File: src/rtl/tpg_pkg.sv
// Shared command codes and half-period arithmetic for the time pulse generator.
// Assumes the tick rate is a power of two, 2**s ticks per second.
package tpg_pkg;

    localparam logic [3:0] CMD_HOLD  = 4'd0;
    localparam logic [3:0] CMD_SHIFT = 4'd1;
    localparam logic [3:0] CMD_TSET  = 4'd2;
    localparam logic [3:0] CMD_TREAD = 4'd3;
    localparam logic [3:0] CMD_F64   = 4'd4;
    localparam logic [3:0] CMD_F256  = 4'd5;
    localparam logic [3:0] CMD_F2K   = 4'd6;
    localparam logic [3:0] CMD_F4K   = 4'd7;
    localparam logic [3:0] CMD_I1    = 4'd8;
    localparam logic [3:0] CMD_I10   = 4'd9;
    localparam logic [3:0] CMD_I30   = 4'd10;
    localparam logic [3:0] CMD_I60   = 4'd11;
    localparam logic [3:0] CMD_TEST  = 4'd15;

    // Half-period in ticks of a 2**f_log2 Hz wave, never below one tick.
    function automatic int unsigned half_ticks(int s, int f_log2);
        int e;
        e = s - f_log2 - 1;
        return (e <= 0) ? 1 : (32'd1 << e);
    endfunction

    // Half-period in ticks of a wave whose period is secs seconds.
    function automatic int unsigned interval_half(int s, int secs);
        return (secs * (32'd1 << s)) / 2;
    endfunction

endpackage

File: src/rtl/tpg_prescale.sv
// Seconds prescaler: counts tick enables and pulses sec_tick_o on wrap
// while counting is enabled. A phase clear zeroes the top six stages.
// Assumes S >= 6.
module tpg_prescale #(
    parameter int S = 15
) (
    input  logic clk,
    input  logic rst_n,
    input  logic tick_i,
    input  logic count_en_i,
    input  logic phase_clr_i,
    output logic sec_tick_o
);
    localparam logic [S-1:0] ALL_ONES = {S{1'b1}};
    localparam logic [S-1:0] LOW_MASK = {S{1'b1}} >> 6;

    logic [S-1:0] div_q;
    logic [S-1:0] div_nxt;

    // Next divider value before any phase clear.
    always_comb div_nxt = div_q + {{(S-1){1'b0}}, tick_i};

    // Divider state and registered seconds pulse.
    always_ff @(posedge clk) begin
        if (!rst_n) begin
            div_q      <= '0;
            sec_tick_o <= 1'b0;
        end else begin
            sec_tick_o <= tick_i && count_en_i && (div_q == ALL_ONES);
            div_q      <= phase_clr_i ? (div_nxt & LOW_MASK) : div_nxt;
        end
    end

    AST_PHASE_CLEARED: assert property (@(posedge clk) disable iff (!rst_n)
        phase_clr_i |=> ((div_q & ~LOW_MASK) == '0));
    AST_SEC_SINGLE: assert property (@(posedge clk) disable iff (!rst_n)
        sec_tick_o |=> !sec_tick_o);
    AST_SEC_GATED: assert property (@(posedge clk) disable iff (!rst_n)
        !count_en_i |=> !sec_tick_o);

endmodule

File: src/rtl/tpg_square.sv
// Restartable square-wave generator: a load with run_i set restarts the
// wave high with a new half-period limit; a load without it stops low.
// Assumes lim_i holds half-period minus one, in ticks.
module tpg_square #(
    parameter int CW = 20
) (
    input  logic          clk,
    input  logic          rst_n,
    input  logic          tick_i,
    input  logic          load_i,
    input  logic          run_i,
    input  logic [CW-1:0] lim_i,
    output logic          wave_o
);
    logic [CW-1:0] cnt_q;
    logic [CW-1:0] lim_q;
    logic          run_q;

    // Load, stop or advance the half-period counter.
    always_ff @(posedge clk) begin
        if (!rst_n) begin
            cnt_q  <= '0;
            lim_q  <= '0;
            run_q  <= 1'b0;
            wave_o <= 1'b0;
        end else if (load_i) begin
            cnt_q  <= '0;
            lim_q  <= lim_i;
            run_q  <= run_i;
            wave_o <= run_i;
        end else if (run_q && tick_i) begin
            if (cnt_q == lim_q) begin
                cnt_q  <= '0;
                wave_o <= ~wave_o;
            end else begin
                cnt_q <= cnt_q + 1'b1;
            end
        end
    end

    AST_CNT_BOUND: assert property (@(posedge clk) disable iff (!rst_n)
        run_q |-> (cnt_q <= lim_q));
    AST_STOP_LOW: assert property (@(posedge clk) disable iff (!rst_n)
        (load_i && !run_i) |=> !wave_o);
    AST_NO_TICK_HOLD: assert property (@(posedge clk) disable iff (!rst_n)
        (!load_i && !tick_i) |=> $stable(wave_o));

endmodule

File: src/rtl/tpg_mode_ctrl.sv
// Command decoder: turns each strobed command into load requests for the
// TP and data-out generators, and keeps the test and count-enable state.
// Assumes commands arrive as one-cycle strobes.
module tpg_mode_ctrl
    import tpg_pkg::*;
#(
    parameter int S      = 15,
    parameter int CW     = 20,
    parameter bit SERIAL = 1'b1
) (
    input  logic          clk,
    input  logic          rst_n,
    input  logic          cmd_valid_i,
    input  logic [3:0]    cmd_i,
    output logic          tp_load_o,
    output logic          tp_run_o,
    output logic [CW-1:0] tp_lim_o,
    output logic          do_load_o,
    output logic          do_run_o,
    output logic [CW-1:0] do_lim_o,
    output logic          phase_clr_o,
    output logic          count_en_o
);
    localparam int unsigned H_F64  = half_ticks(S, 6);
    localparam int unsigned H_F256 = half_ticks(S, 8);
    localparam int unsigned H_F2K  = half_ticks(S, 11);
    localparam int unsigned H_F4K  = half_ticks(S, 12);
    localparam int unsigned H_T32  = half_ticks(S, 5);
    localparam int unsigned H_512  = half_ticks(S, 9);
    localparam int unsigned H_1HZ  = half_ticks(S, 0);
    localparam int unsigned H_HHZ  = half_ticks(S, -1);
    localparam int unsigned H_I1   = interval_half(S, 1);
    localparam int unsigned H_I10  = interval_half(S, 10);
    localparam int unsigned H_I30  = interval_half(S, 30);
    localparam int unsigned H_I60  = interval_half(S, 60);

    function automatic logic [CW-1:0] to_lim(int unsigned h);
        return CW'(h - 1);
    endfunction

    logic test_q, test_nxt;
    logic cnt_en_q, cnt_en_nxt;
    logic rate_sel;

    // Rate-select commands (fixed or interval) share one behaviour.
    always_comb rate_sel = cmd_valid_i && (cmd_i >= CMD_F64) && (cmd_i <= CMD_I60);

    // Decode the strobed command into generator loads and state updates.
    always_comb begin
        tp_load_o   = 1'b0;
        tp_run_o    = 1'b0;
        tp_lim_o    = '0;
        do_load_o   = 1'b0;
        do_run_o    = 1'b0;
        do_lim_o    = '0;
        phase_clr_o = 1'b0;
        test_nxt    = test_q;
        cnt_en_nxt  = cnt_en_q;
        if (cmd_valid_i) begin
            case (cmd_i)
                CMD_HOLD: begin
                    tp_load_o  = 1'b1;
                    tp_run_o   = 1'b1;
                    tp_lim_o   = to_lim(H_F64);
                    do_load_o  = 1'b1;
                    do_run_o   = 1'b1;
                    do_lim_o   = to_lim(H_1HZ);
                    test_nxt   = 1'b0;
                    cnt_en_nxt = 1'b1;
                end
                CMD_SHIFT: begin
                    tp_load_o  = test_q;
                    tp_run_o   = 1'b1;
                    tp_lim_o   = to_lim(H_T32);
                    do_load_o  = 1'b1;
                    cnt_en_nxt = cnt_en_q | ~test_q;
                end
                CMD_TSET: begin
                    tp_load_o   = test_q;
                    do_load_o   = 1'b1;
                    phase_clr_o = 1'b1;
                    cnt_en_nxt  = 1'b0;
                end
                CMD_TREAD: begin
                    tp_load_o  = test_q;
                    tp_run_o   = 1'b1;
                    tp_lim_o   = to_lim(H_T32);
                    do_load_o  = 1'b1;
                    do_run_o   = 1'b1;
                    do_lim_o   = SERIAL ? to_lim(H_1HZ)
                                        : (test_q ? to_lim(H_512) : to_lim(H_HHZ));
                    cnt_en_nxt = cnt_en_q | ~test_q;
                end
                CMD_F64, CMD_F256, CMD_F2K, CMD_F4K,
                CMD_I1, CMD_I10, CMD_I30, CMD_I60: begin
                    tp_load_o  = 1'b1;
                    tp_run_o   = 1'b1;
                    case (cmd_i)
                        CMD_F64:  tp_lim_o = to_lim(H_F64);
                        CMD_F256: tp_lim_o = to_lim(H_F256);
                        CMD_F2K:  tp_lim_o = to_lim(H_F2K);
                        CMD_F4K:  tp_lim_o = to_lim(H_F4K);
                        CMD_I1:   tp_lim_o = to_lim(H_I1);
                        CMD_I10:  tp_lim_o = to_lim(H_I10);
                        CMD_I30:  tp_lim_o = to_lim(H_I30);
                        default:  tp_lim_o = to_lim(H_I60);
                    endcase
                    test_nxt   = 1'b0;
                    cnt_en_nxt = 1'b1;
                end
                CMD_TEST: begin
                    do_load_o  = 1'b1;
                    test_nxt   = 1'b1;
                    cnt_en_nxt = 1'b0;
                end
                default: ;
            endcase
        end
    end

    // Test and count-enable state registers.
    always_ff @(posedge clk) begin
        if (!rst_n) begin
            test_q   <= 1'b0;
            cnt_en_q <= 1'b1;
        end else begin
            test_q   <= test_nxt;
            cnt_en_q <= cnt_en_nxt;
        end
    end

    always_comb count_en_o = cnt_en_q;

    AST_TSET_STOPS_COUNT: assert property (@(posedge clk) disable iff (!rst_n)
        (cmd_valid_i && cmd_i == CMD_TSET) |=> !cnt_en_q);
    AST_RATE_LEAVES_TEST: assert property (@(posedge clk) disable iff (!rst_n)
        rate_sel |=> (!test_q && cnt_en_q));
    AST_TEST_ENTRY: assert property (@(posedge clk) disable iff (!rst_n)
        (cmd_valid_i && cmd_i == CMD_TEST) |=> (test_q && !cnt_en_q));
    AST_UNUSED_IDLE: assert property (@(posedge clk) disable iff (!rst_n)
        (cmd_valid_i && cmd_i inside {4'd12, 4'd13, 4'd14}) |=> $stable(test_q));

endmodule

File: src/rtl/pulse_rate_gen.sv
// Top of the time pulse generator: command decoder, seconds prescaler and
// two square-wave generators (TP and data-out) sharing the tick enable.
// Assumes SEC_LOG2 >= 6 and that tick_en is a one-cycle enable.
module pulse_rate_gen #(
    parameter int SEC_LOG2       = 15,
    parameter bit SERIAL_VARIANT = 1'b1
) (
    input  logic       clk,
    input  logic       rst_n,
    input  logic       tick_en,
    input  logic       cmd_valid,
    input  logic [3:0] cmd,
    output logic       tp,
    output logic       dout_pulse,
    output logic       sec_tick
);
    localparam int CW = SEC_LOG2 + 5;

    logic          tp_load, tp_run, do_load, do_run, phase_clr, count_en;
    logic [CW-1:0] tp_lim, do_lim;

    tpg_mode_ctrl #(.S(SEC_LOG2), .CW(CW), .SERIAL(SERIAL_VARIANT)) u_ctrl (
        .clk(clk), .rst_n(rst_n), .cmd_valid_i(cmd_valid), .cmd_i(cmd),
        .tp_load_o(tp_load), .tp_run_o(tp_run), .tp_lim_o(tp_lim),
        .do_load_o(do_load), .do_run_o(do_run), .do_lim_o(do_lim),
        .phase_clr_o(phase_clr), .count_en_o(count_en)
    );

    tpg_prescale #(.S(SEC_LOG2)) u_prescale (
        .clk(clk), .rst_n(rst_n), .tick_i(tick_en), .count_en_i(count_en),
        .phase_clr_i(phase_clr), .sec_tick_o(sec_tick)
    );

    tpg_square #(.CW(CW)) u_tp_wave (
        .clk(clk), .rst_n(rst_n), .tick_i(tick_en), .load_i(tp_load),
        .run_i(tp_run), .lim_i(tp_lim), .wave_o(tp)
    );

    tpg_square #(.CW(CW)) u_do_wave (
        .clk(clk), .rst_n(rst_n), .tick_i(tick_en), .load_i(do_load),
        .run_i(do_run), .lim_i(do_lim), .wave_o(dout_pulse)
    );

    AST_RESET_QUIET: assert property (@(posedge clk)
        !rst_n |=> (!tp && !dout_pulse && !sec_tick));

endmodule

File: config.mk
export PLATFORM = sky130hd
export DESIGN_NAME = pulse_rate_gen
export DESIGN_NICKNAME = d
export VERILOG_FILES = /design/src/rtl/tpg_pkg.sv /design/src/rtl/tpg_prescale.sv /design/src/rtl/tpg_square.sv /design/src/rtl/tpg_mode_ctrl.sv /design/src/rtl/pulse_rate_gen.sv
export SDC_FILE = /design/constraint.sdc
export NUM_CORES = 1
export LEC_CHECK = 0
export BUFFER_PORTS_ARGS = -buffer_cell sky130_fd_sc_hd__buf_2
export CAP_MARGIN = 20
export CORE_ASPECT_RATIO = 0.5
export CORE_MARGIN = 3
export CORE_UTILIZATION = 25
export CTS_CLUSTER_DIAMETER = 30
export DETAILED_ROUTE_END_ITERATION = 8
export PLACE_DENSITY_LB_ADDON = 0.12
export RECOVER_POWER = 100
export SYNTH_ARGS = -nofsm -noshare
export SYNTH_HDL_FRONTEND = slang
export SYNTH_SLANG_ARGS = --single-unit
File: constraint.sdc
create_clock -name clk -period 2.63 [get_ports clk]
set_input_delay 0.526 -clock clk [delete_from_list [all_inputs] [get_ports clk]]
set_output_delay 0.526 -clock clk [all_outputs]
set_load 0.1 [all_outputs]
# Word-level counts from Yosys, hierarchy flattened
# Index checks and enable logic that the tools add are counted.
[totals]
register_bits = 102
input_bits = 8
out_inout_bits = 3
elab_cells = 87
[classes]
n_addsub = 3
eq_ne = 15
mux = 25
bitwise = 5
reduce_logical = 26
[ops]
columns = ["cell", "n"]
rows = [
  ["case mux 20 bit (7 select lines)", 1],
  ["2-to-1 mux 20 bit", 4],
  ["case mux 20 bit (3 select lines)", 1],
  ["adder 20 x 1 -> 20 bit, second input constant", 2],
  ["equality test 20 bit", 2],
  ["equality test 4 bit, second input constant", 5],
  ["equality test 4 x 3 -> 1 bit, second input constant", 4],
  ["adder 15 x 1 -> 15 bit", 1],
  ["equality test 15 bit, second input constant", 1],
  ["2-to-1 mux 1 bit", 15],
  ["2-to-1 mux 14 bit", 1],
  ["OR reduction 2 bit", 6],
  ["OR reduction 11 bit", 1],
  ["nonzero test 2 bit", 5],
  ["OR reduction 9 bit", 1],
  ["equality test 4 x 2 -> 1 bit, second input constant", 2],
  ["AND reduction 2 bit", 4],
  ["OR reduction 8 bit", 1],
  ["OR reduction 5 bit", 1],
  ["equality test 4 x 1 -> 1 bit, second input constant", 1],
  ["logical AND 1 bit", 4],
  ["logical NOT 4 bit", 1],
  ["NOT 1 bit", 4],
  ["case mux 1 bit (2 select lines)", 2],
  ["other kinds (4)", 4],
]

# Depth between registers and ports, before layout
# Gate-level depths: netlist (run 1).
[logic_depth]
word_depth = 6
mapped_depth = 8
ltp_nobuf = 7

# Cells and area by module
# From an unflattened synthesis (run 1), not the netlist that was laid out.
[hier_totals]
hier_cells = 568
hier_area_um2 = 5092.4
[modules_own_cells]
columns = ["module", "instances", "cells_each", "area_each_um2", "seq_area_each_um2"]
rows = [
  ["tpg_square", 2, 201, 1913.1, 840.8],
  ["tpg_prescale", 1, 83, 726.9, 320.3],
  ["tpg_mode_ctrl", 1, 83, 539.3, 40.0],
]

# Worst setup path after synthesis (run 1)
# Ideal clock, no wire load.
[synth_path]
path_kind = "flip-flop to flip-flop"
startpoint = "reg u_do_wave.cnt_q[15]"
endpoint = "reg u_do_wave.cnt_q[9]"
setup_time_ps = 116
t_arrival_ps = 2012
required_ps = 2514
setup_slack_ps = 502
stages_incl_launch_ff = 8
path_buffers = 2
period_less_slack_ps = 2128
cell_sequence = "dfxtp_1 > or4_1 > or4_4 > a211oi_4 > a21o_1 > buf_6 > buf_12 > nor2_1"
[synth_via]
elab_chain_cells = 2
[synth_lines]
columns = ["element", "line", "source"]
rows = [
  ["start, declared", "tpg_square.sv:15", "logic [CW-1:0] cnt_q;"],
  ["start signal, assigned", "tpg_square.sv:36", "cnt_q <= cnt_q + 1'b1;"],
  ["equality test 20 bit", "tpg_square.sv:32", "if (cnt_q == lim_q) begin"],
  ["2-to-1 mux 20 bit", "tpg_square.sv:32", ""],
]
# No other way between the ends.
# A chain may end at the register's enable or synchronous reset.

# Worst setup path in the final report (run 1)
# Same ends and word-level chain as after synthesis.

==> results of run 1 <==
[stage by stage]
stage / power (mW) / cell area [µm²] / util, % / setup slack [ns] / hold slack (ns)
global placement: 1.31 / 3640 / 28.1 / 0.452 / 0.462
global route: 2.51 / 3890 / 30.0 / 0.170 / 0.500
detailed placement: 1.31 / 3640 / 28.1 / 0.400 / 0.453
finish: 2.40 / 3890 / 30.0 / 0.315 / 0.455
CTS: 2.45 / 3920 / 30.2 / 0.424 / 0.462
floorplan: 1.27 / 3420 / - / 0.502 / 0.430
[sequential cells by signal, summed over array words and instances, names as in the netlist]
signal,flops
u_tp_wave.cnt_q,20
u_tp_wave.wave_o,1
u_do_wave.wave_o,1
u_do_wave.cnt_q,20
u_do_wave.lim_q,1
u_tp_wave.run_q,1
u_ctrl.count_en_o,1
u_ctrl.test_q,1
u_prescale.div_q,15
u_tp_wave.lim_q,10
u_prescale.sec_tick_o,1
[layout make-up]
class | count | share of cell area [%]
clock inverter | 6 | 1.16
tap | 170 | 5.46
sequential | 72 | 37.0
inverter | 11 | 1.06
multi-input combinational | 311 | 47.3
timing repair buffer | 17 | 2.09
clock buffer | 10 | 5.88
[layout by cell type (no fill, tap or decap), types with 5 or more instances in the layout]
master,instances
and4_1,5
nor4_1,6
nand4_1,16
xor2_1,21
clkbuf_1,10
a21oi_1,12
dfxtp_1,72
nor2_1,64
nor3_1,9
and2_1,5
xnor2_1,29
and3_1,8
or3_1,12
o21ai_0,15
clkbuf_16,9
nand3_1,23
nand2_1,41
inv_1,11
[metal layers]
metal	wire [µm]	share of wire, %	vias up
li1	-	-	1435
met1	3930	52	1278
met2	3360	45	22
met3	175	2.3	5
met4	64	0.85	0
met5	0	0	-
[power by group]
| part | internal (mW) | leakage (nW) | total, mW | switching [mW] |
|---|---|---|---|---|
| combinational | 0.0464 | 0.669 | 0.151 | 0.104 |
| sequential | 1.11 | 0.582 | 1.13 | 0.0196 |
| clock | 0.642 | 0.125 | 1.12 | 0.477 |
| total | 1.80 | 1.38 | 2.40 | 0.601 |
[kinds of logic (layout without fill, tap and decap cells)]
kind of cell	Yosys count	after routing	synth area share [%]
xor+xnor	50	50	12.8
buf+inv	24	44	3.77
simple gates	204	204	29.3
mux	3	3	0.879
compound gates	50	50	9.59
flops	72	72	42.2
fa+ha+maj	4	4	1.46
[worst max-delay path, cell delays in order, from the launching register on]
cell	delay, ns
dfxtp_1	0.34
or4_1	0.52
or4_1	0.55
a211oi_4	0.30
a21o_1	0.17
clkbuf_2	0.24
nor2_1	0.08
[worst min-delay path by stage]
stage | endpoint | slack, ns
floorplan | u_tp_wave.lim_q[1]$_SDFFE_PN0P_ | 0.43
global route | u_prescale.sec_tick_o$_SDFF_PN0_ | 0.50
detailed placement | u_tp_wave.lim_q[1]$_SDFFE_PN0P_ | 0.45
CTS | u_tp_wave.lim_q[1]$_SDFFE_PN0P_ | 0.46
finish | u_tp_wave.lim_q[1]$_SDFFE_PN0P_ | 0.45
global placement | u_tp_wave.lim_q[16]$_SDFFE_PN0P_ | 0.46
==> summary.md, run 1 <==
In this run the worst path has a maximum fanout of 11. In the final layout, the share of cells above drive strength 1 is 6.79%. Measured along the y axis, the die boundary spans 88.7 µm. Critical register-to-register path startpoint: u_do_wave.cnt_q[15]$_SDFFE_PP0P_.

The worst setup path is captured at a flop. The tools report the pin count of the biggest net entering global routing as 14. In this run the critical register-to-register path is captured at u_do_wave.cnt_q[9]$_SDFFE_PP0P_.

By count the netlist is led by dfxtp_1 (72), nor2_1 (64), nand2_1 (41). The first global-routing pass estimated 13,300 µm of wire. The number of antenna violations at the first check in global routing was 0; the number of input and output port buffers inserted was 10. Dominant register cell in the synthesized netlist: dfxtp_1.

For this block, the initial DRC count from the detailed router was 88. The met2 demand-to-capacity share in global routing came out at 18.5%. Relative to the synthesized area, the layout overhead comes to 14.0%. The max-slew violation count is 0, and the maximum operating frequency is 432 MHz. Ranked by total cell area, the synthesized netlist is headed by dfxtp_1 (42%), xnor2_1 (7.4%), nor2_1 (7.0%). The total negative slack is 0 ns, and the instance count along the most critical hold path is 2. After synthesis, the mean cell area works out to 8.40 µm².

For the row count, the log shows 29. The tools report the arrival time at the worst endpoint as 2.53 ns. The horizontal extent of the die works out to 171 µm.

The global routing's busiest layer is met2. Clock latency at the later pin of the worst-skew pair: 0.33 ns. In this run the register-to-register setup slack is 0.31 ns. By instance count, the leading cell after synthesis is dfxtp_1. The startpoint of the tightest hold check path is u_tp_wave.lim_q[1]$_SDFFE_PN0P_.

Buffers added to address setup during post-CTS repair amount to 0. Summing the sequential cell areas from Yosys gives 42.2% of the chip area. The tools report the static leakage as 1.38 nW. In the final layout, the multi-input gates occupy 1840 µm².

The relative slew slack came out at 21.6%. The worst setup path is launched from a flop. The number of DRC violations after detailed routing was 0.

The critical path ends at u_do_wave.cnt_q[9]$_SDFFE_PP0P_. The number of hold violations in the final report was 0. Routability-driven placement finished with a final weighted congestion of 0.720. For the pin with the worst max-slew slack, the measured transition is 1.18 ns.

The sequential cells in the finished layout cover a total of 1440 µm². The floorplan step defined a die boundary enclosing 15,200 µm². For this design the ratio of total power to cell area is 616 nW/µm². The final critical path takes up 88.0% of the cycle.

Of the post-synthesis cell area, the dominant cell type holds 42.2%. The worst path in the final design needs a cycle of 2.32 ns, including I/O delays and setup. For this run, global-route usage on met1 was measured as 13.8%. The HPWL after detailed placement was 5470 µm. The run gives 44 as the count of cell types in the netlist. The number of hold buffers added after CTS was 0. The run gives 2 as the maximum clock path buffer count. The tree is rooted in a clkbuf_16. The number of buffers created by CTS is 9, and the via count of the first global-routing pass is 2,739.

In the synthesized netlist, the number of instances is 407. Once the floorplan was initialized, standard cells occupied 26.3% of the core. Global routing consumed, on the met3 layer, 3.08% of the routing resources. The synthesized flop and latch total is 72. The class of the tightest hold or removal check was reg2reg. The detail route stage leaves a number of antenna-violating nets equal to 0. The number of antenna diodes in the final layout is 0. The deepest level of the CTS H-tree was 3. The number of sinks driven by the clock tree was 72; the total via count in the routed design was 2,740.

After synthesis, the share of flip-flops with an asynchronous set or reset is 0%. The count of flip-flops with a built-in enable after synthesis is 0. Setup repair after global routing left no endpoint under its margin. During synthesis, Yosys emitted a total of 0 warnings. For the synthesized net count, the log shows 419. The number of maximum-capacitance violations was 0.

The run finished with clean final reports. The tools report the post-cts sizing count as 0. The dominant cell type by area after synthesis was dfxtp_1. Total wire length: 7530 µm. For this run, the post-layout net count is 434. The post-detailed-route via-to-cell ratio was 4.59; the total standard cell area after synthesis was 3420 µm². After clock tree synthesis, the clock-pin slew on the worst setup and hold paths is 0.06 ns. The critical path required time was 2.84 ns; the total global routing overflow was 0.

For this design the top-level I/O count stands at 11. Post-layout instance count excluding filler cells: 597. The critical path starts at u_do_wave.cnt_q[15]$_SDFFE_PP0P_.

TritonCTS built the clock tree. The post-placement cell count is 581. The logs give 0.00985 ns for the worst clock skew and 0 for the number of failing setup endpoints in the final timing report.

First-pass iteration count of the detailed router: 6. The worst setup path is of the reg2reg kind. The count of fill cells added during filler insertion is 1,413. Global routing used 10.9% of the available tracks. The average routed wire per standard cell is 12.6 µm. The logs give 13,000 µm² for the area of the core region and 0.000270 V for the worst IR drop on VDD. The number of cell instances on the worst register-to-register path works out to 6.
(Power assumes the default switching activity.)
==> inputs of run 2 (changes only) <==
--- a/config.mk
+++ b/config.mk
@@ -14,6 +14,7 @@
 export DETAILED_ROUTE_END_ITERATION = 8
 export PLACE_DENSITY_LB_ADDON = 0.12
 export RECOVER_POWER = 100
+export REMOVE_ABC_BUFFERS = 1
 export SYNTH_ARGS = -nofsm -noshare
 export SYNTH_HDL_FRONTEND = slang
 export SYNTH_SLANG_ARGS = --single-unit
==> summary.md, run 2 (synthesis results as in run 1) <==
For the clock latency at the later pin of the worst-skew pair, the log shows 0.34 ns (about the same). The post-cts sizing count was 0 (unchanged); the maximum clock path buffer count was 2 (unchanged). The number of buffers added for setup after CTS is 0 (unchanged), and the number of sinks driven by the clock tree is 72 (unchanged). Number of hold buffers added after CTS: 0 (unchanged). In this run the critical register-to-register path is launched from u_do_wave.cnt_q[15]$_SDFFE_PP0P_. STA classifies the critical path endpoint as a flop.

The total via count in the routed design came out at 2,737 (-0.11%). The tools report the wire length of the first global-routing pass as 12,800 µm (-3.4%). The power density normalized to cell area works out to 701 nW/µm² (+14%). In this run the clock root is driven by a clkbuf_16.

For the number of DRC violations after detailed-routing iteration 0, the log shows 192 (+120%). For the first-pass iteration count of the detailed router, the log shows 4 (-2). The total global routing overflow is 0 (unchanged), and the horizontal extent of the die is 171 µm (unchanged). The cell repeated most along the worst path was or4_1.

Post-layout minimum cycle time: 2.34 ns (+0.0248 ns). The clock-pin slew on the worst setup and hold paths was 0.06 ns (about the same). The maximum operating frequency was 427 MHz (-1.1%). The number of cell instances on the worst register-to-register path is 6 (unchanged), and the layout overhead on the synthesized area is 16.7%. Average routed wire per standard cell: 12.4 µm (-1.8%).

The final worst-path cycle share came out at 89.0% (+0.94 points). In this run the worst hold path is classified as reg2reg. For the area of the core region, the log shows 13,000 µm² (unchanged).

The arrival time at the worst endpoint is 2.57 ns (+0.04 ns). The slowest stage of the critical path belongs to the cell or4_1. The worst setup path is launched from a flop.

The number of antenna violations at the first check in global routing is 0 (unchanged), and the placement-stage cell area is 3640 µm² (unchanged). The startpoint identified for the worst hold timing path is u_tp_wave.lim_q[1]$_SDFFE_PN0P_. In this design, the largest share of critical-path delay is due to simple AND/OR/NAND/NOR gates.

Row count: 29 (unchanged). The global placer's final weighted congestion was 0.691 (-4.1%). The tools report the post-placement cell count as 581 (unchanged). The run finished with clean final reports. The number of failing setup endpoints in the final timing report came out at 0 (unchanged). For the total wire length, the log shows 7390 µm (-1.8%).

The critical path's largest stage delay was 0.56 ns (about the same); the total track usage was 10.7% (-0.15 points). The run gives 3 (unchanged) as the deepest level of the CTS H-tree. The area enclosed by the die boundary came out at 15,200 µm² (unchanged).

The number of nets with antenna violations after detailed routing came out at 0 (unchanged). I/O pin count: 11 (unchanged). The signal on the critical path passes through or4_1 -> or4_1 -> a211oi_4 -> a21o_1 -> clkbuf_2 -> nor2_1.

The critical path is of the reg2reg type. In the layout the commonest cells are dfxtp_1 (72), nor2_1 (64), nand2_1 (41). The relative slew slack was 22.7% (+1.1 points).

The post-layout instance area was 3990 µm² (+2.4%); the top fanout value on the critical path was 10 (-1). The run gives 14 (unchanged) as the pin count of the biggest net entering global routing. For the smallest setup slack after layout, the log shows 0.290 ns (-0.0248 ns). The reg-to-reg critical path endpoint is u_do_wave.cnt_q[5]$_SDFFE_PP0P_.

Setup repair after global routing left no endpoint under its margin. The actual slew at the worst max-slew pin is 1.16 ns (-0.0172 ns), and the vertical die dimension is 88.7 µm (unchanged). The tools report the max-slew violation count as 0 (unchanged). The run gives 597 (unchanged) as the post-layout instance count excluding filler cells. The via count of the first global-routing pass came out at 2,533 (-7.5%). The logs give 2.86 ns (+0.02 ns) for the critical path required time and 0.00477 ns (-0.00507 ns) for the worst clock skew. The run gives 0 (unchanged) as the number of maximum-capacitance violations. TritonCTS built the clock tree.

Terminating pin of the worst hold path: u_tp_wave.lim_q[1]$_SDFFE_PN0P_. The number of diodes is 0 (unchanged). Number of buffers created by CTS: 9 (unchanged).

The count of buffer and inverter cells on the critical path was 1 (unchanged). The library cell used most frequently in the layout, excluding fill and tap cells, is dfxtp_1. The fraction of layout instances using a drive strength above 1 was 7.03% (+0.23 points). The run gives 0.383 ns (-0.0173 ns) as the post-placement setup slack. The logs give 0.000323 V (+20%) for the worst IR drop on VDD and 5280 µm (-3.4%) for the HPWL after detailed placement.

The instance count along the most critical hold path came out at 2 (unchanged). The number of DRC violations after detailed routing is 0 (unchanged). In the final layout, the registers with the most flip-flops are u_do_wave.cnt_q (20), u_tp_wave.cnt_q (20), u_prescale.div_q (15).

Number of nets at the end of the flow: 434 (unchanged). The number of input and output port buffers inserted is 10 (unchanged), and the static leakage is 1.42 nW (+3.4%). The logs give 26.3% (unchanged) for the initial standard-cell utilization of the core and 0 (unchanged) for the number of hold violations in the final report.

The worst-case register-to-register setup slack was 0.29 ns (-0.02 ns); the post-detailed-route via-to-cell ratio was 4.58 (-0.11%).
## run 2: changes by cell type in the layout (fill, tap and decap cells not counted), sizes merged
| cell | delta |
|---|---|
| clkinv | -1 |
| clkinvlp | -1 |
| bufinv | +4 |
| clkbuf | -1 |
| inv | -1 |
## run 2: area by class of cell
class                   count  area, µm²
multi-input cells         311       1840
repair buffers             17       81.3
clock inverters             7        144
flip-flops and latches     72       1440
clock buffers               9        225
inverters                  11       41.3
fillers                  1394       9000
well taps                 170        213
## run 2: where the power goes
part	leakage [nW]	internal, mW	switching (mW)
Combinational	0.669	0.0462	0.103
Clock	0.172	1.02	0.493
Sequential	0.582	1.11	0.0189
## run 2: worst max path at each step
stage / to / start / slack [ns] / cells past startpoint
floorplan: u_tp_wave.cnt_q[1]$_SDFFE_PP0P_ / cmd[2] / -0.07 / 4
global placement: u_prescale.div_q[14]$_SDFF_PP0_ / tick_en / 0.40 / 7
detailed placement: u_prescale.div_q[14]$_SDFF_PP0_ / tick_en / 0.38 / 7
CTS: u_do_wave.cnt_q[5]$_SDFFE_PP0P_ / u_do_wave.cnt_q[15]$_SDFFE_PP0P_ / 0.39 / 6
global route: u_do_wave.cnt_q[5]$_SDFFE_PP0P_ / u_do_wave.cnt_q[15]$_SDFFE_PP0P_ / 0.15 / 6
finish: u_do_wave.cnt_q[5]$_SDFFE_PP0P_ / u_do_wave.cnt_q[15]$_SDFFE_PP0P_ / 0.29 / 6
## run 2: per-stage QoR
stage	power [mW]	hold slack [ns]	setup TNS, ns	utilization, %
3_5_place_dp	1.31	0.447	0	28.1
2_1_floorplan	1.25	0.430	-0.332	-
6_report	2.79	0.454	0	30.7
3_3_place_gp	1.31	0.445	0	28.1
5_1_grt	2.90	0.491	0	30.7
4_1_cts	2.84	0.457	0	30.9
## run 2: per-layer routing
layer  track usage, %  vias up  routed length, µm
met3             3.35       11                276
met5                0        -                  0
met4             3.94        0                125
met2             15.8       27               3100
met1             14.8     1251               3890
li1                 -     1448                  -
## run 2: worst min-delay path, delay by kind of cell (launching register included)
family / cells / cell delay [ns]
AND/OR/NAND/NOR: 2 / 0.09
flip-flops: 1 / 0.32
